### src/rtl/credit_tx_pkg.sv
package credit_tx_pkg;
  localparam int unsigned MAX_DEPTH = 8;

  function automatic int unsigned cnt_bits(input int unsigned depth);
    return $clog2(depth + 1);
  endfunction
endpackage

### src/rtl/credit_pool.sv
module credit_pool #(
  parameter int unsigned DEPTH = 4,
  localparam int unsigned CW = credit_tx_pkg::cnt_bits(DEPTH)
) (
  input  logic          clk_i,
  input  logic          rst_ni,
  input  logic          take_i,
  input  logic          ret_i,
  output logic          avail_o,
  output logic [CW-1:0] cnt_o,
  output logic          err_o
);
  logic [CW-1:0] cnt_q, cnt_d;
  logic          full, inc;

  assign full    = (cnt_q == CW'(DEPTH));
  assign inc     = ret_i && !full;          // credit into full pool is dropped
  assign cnt_d   = cnt_q + CW'(inc) - CW'(take_i);
  assign avail_o = (cnt_q != '0);
  assign cnt_o   = cnt_q;

  always_ff @(posedge clk_i or negedge rst_ni) begin
    if (!rst_ni) begin
      cnt_q <= CW'(DEPTH);
      err_o <= 1'b0;
    end else begin
      cnt_q <= cnt_d;
      err_o <= ret_i && full;
    end
  end


  cnt_range_chk: assert property (@(posedge clk_i) disable iff (!rst_ni)
    cnt_q <= CW'(DEPTH));


  cnt_balance_chk: assert property (@(posedge clk_i) disable iff (!rst_ni)
    (take_i && ret_i && !full) |=> $stable(cnt_q));


  err_flag_chk: assert property (@(posedge clk_i) disable iff (!rst_ni)
    (ret_i && full) |=> (err_o && cnt_q <= CW'(DEPTH)));
endmodule

### src/rtl/launch_stage.sv
module launch_stage #(
  parameter int unsigned WIDTH = 8
) (
  input  logic             clk_i,
  input  logic             rst_ni,
  input  logic             fire_i,
  input  logic [WIDTH-1:0] data_i,
  output logic             ind_o,
  output logic [WIDTH-1:0] data_o
);
  always_ff @(posedge clk_i or negedge rst_ni) begin
    if (!rst_ni) begin
      ind_o  <= 1'b0;
      data_o <= '0;
    end else begin
      ind_o <= fire_i;
      if (fire_i) data_o <= data_i;
    end
  end


  data_hold_chk: assert property (@(posedge clk_i) disable iff (!rst_ni)
    !ind_o |-> $stable(data_o));
endmodule

### src/rtl/credit_tx.sv
module credit_tx #(
  parameter int unsigned DEPTH = 4,
  parameter int unsigned WIDTH = 8,
  localparam int unsigned CW = credit_tx_pkg::cnt_bits(DEPTH)
) (
  input  logic             clk_i,
  input  logic             rst_ni,
  input  logic             prod_valid_i,
  input  logic [WIDTH-1:0] prod_data_i,
  output logic             prod_ready_o,
  output logic             dn_ind_o,
  output logic [WIDTH-1:0] dn_data_o,
  input  logic             crd_ret_i,
  output logic             crd_err_o
);
  logic          take;
  logic [CW-1:0] cnt;

  initial begin
    if (DEPTH < 1 || DEPTH > credit_tx_pkg::MAX_DEPTH)
      $error("DEPTH out of range");
  end

  assign take = prod_valid_i && prod_ready_o;

  credit_pool #(.DEPTH(DEPTH)) u_pool (
    .clk_i   (clk_i),
    .rst_ni  (rst_ni),
    .take_i  (take),
    .ret_i   (crd_ret_i),
    .avail_o (prod_ready_o),
    .cnt_o   (cnt),
    .err_o   (crd_err_o)
  );

  launch_stage #(.WIDTH(WIDTH)) u_launch (
    .clk_i  (clk_i),
    .rst_ni (rst_ni),
    .fire_i (take),
    .data_i (prod_data_i),
    .ind_o  (dn_ind_o),
    .data_o (dn_data_o)
  );


  ind_follows_take_chk: assert property (@(posedge clk_i) disable iff (!rst_ni)
    take |=> (dn_ind_o && dn_data_o == $past(prod_data_i)));


  no_launch_empty_chk: assert property (@(posedge clk_i) disable iff (!rst_ni)
    (cnt == '0) |=> !dn_ind_o);


  ret_wakes_chk: assert property (@(posedge clk_i) disable iff (!rst_ni)
    (cnt == '0 && crd_ret_i) |=> prod_ready_o);
endmodule

### config.mk
export PLATFORM = sky130hd
export DESIGN_NAME = credit_tx
export DESIGN_NICKNAME = d
export VERILOG_FILES = /design/src/rtl/credit_tx_pkg.sv /design/src/rtl/credit_pool.sv /design/src/rtl/launch_stage.sv /design/src/rtl/credit_tx.sv
export SDC_FILE = /design/constraint.sdc
export NUM_CORES = 1
export LEC_CHECK = 0
export BUFFER_PORTS_ARGS = -buffer_cell sky130_fd_sc_hd__buf_4
export CORE_AREA = 2 2 40 42
export CTS_CLUSTER_SIZE = 24
export DETAILED_ROUTE_END_ITERATION = 10
export DIE_AREA = 0 0 42 44
export PLACE_DENSITY = 0.77
export REMOVE_ABC_BUFFERS = 1
export SYNTH_ARGS = -nofsm -noshare
export SYNTH_HDL_FRONTEND = slang
export SYNTH_HIERARCHICAL = 1
export SYNTH_SLANG_ARGS = --single-unit
export TNS_END_PERCENT = 20
### constraint.sdc
create_clock -name clk_i -period 2.9 [get_ports clk_i]
set_input_delay 0.58 -clock clk_i [delete_from_list [all_inputs] [get_ports clk_i]]
set_output_delay 0.58 -clock clk_i [all_outputs]
set_load 0.01 [all_outputs]
==> flow_metrics.tcl <==
set metrics [dict create \
    fin_worst_skew_ns 0.0009756 \
    tns_ns 0 \
    cp.required_ns 3.09 \
    crit_slowest_cell "dfrtp_1" \
    dr.pass1.iters 1 \
    grt_overflow_total 0 \
    r2r_slack_ns 0.61 \
    setup_viol 0 \
    cts_resized 0 \
    slew_violations 0 \
    hold_class "in2async" \
    syn_area_per_cell_sq_um 16.30 \
    r2r-end "u_pool/cnt_o[2]" \
    drt_iter0_markers 0 \
    hold_buffers 0 \
    worstPathCellList "or3_1, and2_1, ha_1, inv_1, ha_1, inv_1, fa_1, xnor2_1, xnor2_1" \
    hpwl_um 754.6 \
    die_h_um 44 \
    synth_cell_type_count 12 \
    maxCapViolations 0 \
    worstSkewPairLatency_ns 0.26 \
    fmax_mhz 437.5 \
    routed_wl_um 976 \
    ys_ff_latch 13 \
    htreeDepth 1 \
    cts_buffers 3 \
    crit_arrival_ns 2.48 \
    cts_max_path_buffers 2 \
    clkTransAtPathRegs_ns 0.07 \
    power-per-cell-area_nw_per_um2 916.3 \
    finalHoldViolations 0 \
    grt_pass1_vias 347 \
    synth_warnings 6 \
    worst_path_largest_cell_delay_ns 0.45 \
    num_rows 14 \
    viasPerCell 4.442 \
    crit_buf_inv 2 \
    irDropWorstVdd_uv 458.2 \
    rr_startpoint "u_pool/cnt_o[1]" \
    layout-drive-gt1-share_pct 59.02 \
    portBuffers 22 \
    r2r_cells 9 \
    antenna_found_initial 0 \
    cts.sinks 13 \
    tightest_slew_ns 0.2397 \
    worst-path-max-fanout 5 \
    gp_congestion 0.7361 \
    status "complete, no violations" \
    diodes 0 \
    critical_path.top_delay_family "adder cells" \
    synth_area_sq_um 570.5 \
    ioPinCount 23 \
    slew-limit-headroom_pct 83.89 \
    die_x_um 42 \
    crit_path_end_kind "flip-flop" \
    cts.root.buffer_cell "clkbuf_4" \
    vias 342 \
    p_leak_nw 0.3965 \
    nNetsFinal 77 \
    grt_usage_pct 11.95 \
    grt_max_degree 14 \
    synth_cells 35 \
    cts_setup_buffers 0 \
    fin_area_sq_um 778.2 \
    finalCriticalPeriod_ns 2.286 \
    rsz0062_at_grt "false" \
    core_sq_um 1419 \
    initial_utilization_pct 40.21 \
    seq_area_frac_synth_pct 57.24 \
    finalCritPeriodShare_pct 78.81 \
    cp_num_cells 9 \
    wl_per_cell_um 12.68 \
    cts_tree "done" \
    critPathKind "reg2reg" \
    grt_pass1_wl_um 1538 \
    fillers 128 \
    drc_errors 0 \
    placed_area_sq_um 752.0 \
    dieArea_sq_um 1848 \
    startpoint_type "flip-flop" \
    ant_nets 0 \
    synthToLayoutAreaGrowth_pct 36.40 \
]
-- sequential cells by signal, summed over array words and instances (netlist names) --
register,flops
u_launch/data_o,8
u_pool/err_o,1
u_pool/cnt_o,3
u_launch/ind_o,1
-- how the worst max path moves through the flow --
stage                         start               to
floorplan           u_pool/cnt_o[1]  u_pool/cnt_o[2]
global placement    u_pool/cnt_o[1]  u_pool/cnt_o[2]
detailed placement  u_pool/cnt_o[1]  u_pool/cnt_o[2]
CTS                 u_pool/cnt_o[1]  u_pool/cnt_o[2]
global route        u_pool/cnt_o[1]  u_pool/cnt_o[2]
finish              u_pool/cnt_o[1]  u_pool/cnt_o[2]
-- routing by layer --
metal  global-route usage (%)  up-vias  routed length [um]
li1                         -      167                   -
met2                    17.81       17                 431
met3                    2.917        2                  83
met5                        0        -                   0
met4                    9.677        0                  12
met1                    14.82      156                 448
-- cell usage after synthesis (all sizes together) --
cell,number,area share (%)
nor4b,1,2.6
xnor2,2,3.1
ha,2,4.4
fa,1,3.5
o31ai,1,1.3
inv,4,2.6
dfrtp,12,53
mux2,8,21
dfstp,1,4.6
or3,1,1.1
and2,1,1.1
buf,1,2.0
-- report_power, final --
group / total [W] / internal (W) / switching [W]
Combinational: 0.000308 / 0.000182 / 0.000126
Clock: 0.000103 / 0.0000531 / 0.0000498
Sequential: 0.000303 / 0.000254 / 0.0000483
-- cell usage in the layout, fill, tap and decap left out --
cell / instances
dfstp_2: 1
dfrtp_1: 12
o31ai_1: 1
mux2_4: 8
ha_1: 2
clkbuf_1: 1
or3_1: 1
buf_4: 23
fa_1: 1
xnor2_1: 2
nor4b_2: 1
clkbuf_4: 3
and2_1: 1
inv_1: 4
-- metrics by stage --
| stage | util (%) | total power [W] | hold WS (ns) | worst slack [ns] | cells |
|---|---|---|---|---|---|
| floorplan | - | 0.0004872 | 0.2844 | 0.4569 | 34 |
| global placement | 53.00 | 0.0006026 | 0.4308 | 0.6753 | 73 |
| detailed placement | 53.00 | 0.0006132 | 0.4299 | 0.6116 | 73 |
| CTS | 54.85 | 0.0007233 | 0.1367 | 0.6043 | 77 |
| global route | 54.85 | 0.0007631 | 0.1370 | 0.4748 | 77 |
| finish | 54.85 | 0.0007131 | 0.1422 | 0.6144 | 77 |
-- area by class of cell --
class                      instances  area [sq um]  share of cell area, %
inverter                           4         15.01                  1.929
tap                               16         20.02                  2.572
multi-input combinational         17         217.7                  27.97
timing repair buffer              23         172.7                  22.19
sequential                        13         326.6                  41.96
clock buffer                       4         26.28                  3.376
-- cell families (layout without fill, tap and decap cells) --
family	count (synthesis)	in the layout	share of synthesized area, %
AND/OR/NAND/NOR	3	3	4.825
XOR/XNOR	2	2	3.071
multiplexers	8	8	21.05
AO/OA/AOI/OAI	1	1	1.316
flip-flops	13	13	57.24
adder cells (fa/ha/maj)	3	3	7.894
buffers and inverters	5	31	4.604
Power figures use the tool's default switching activity.
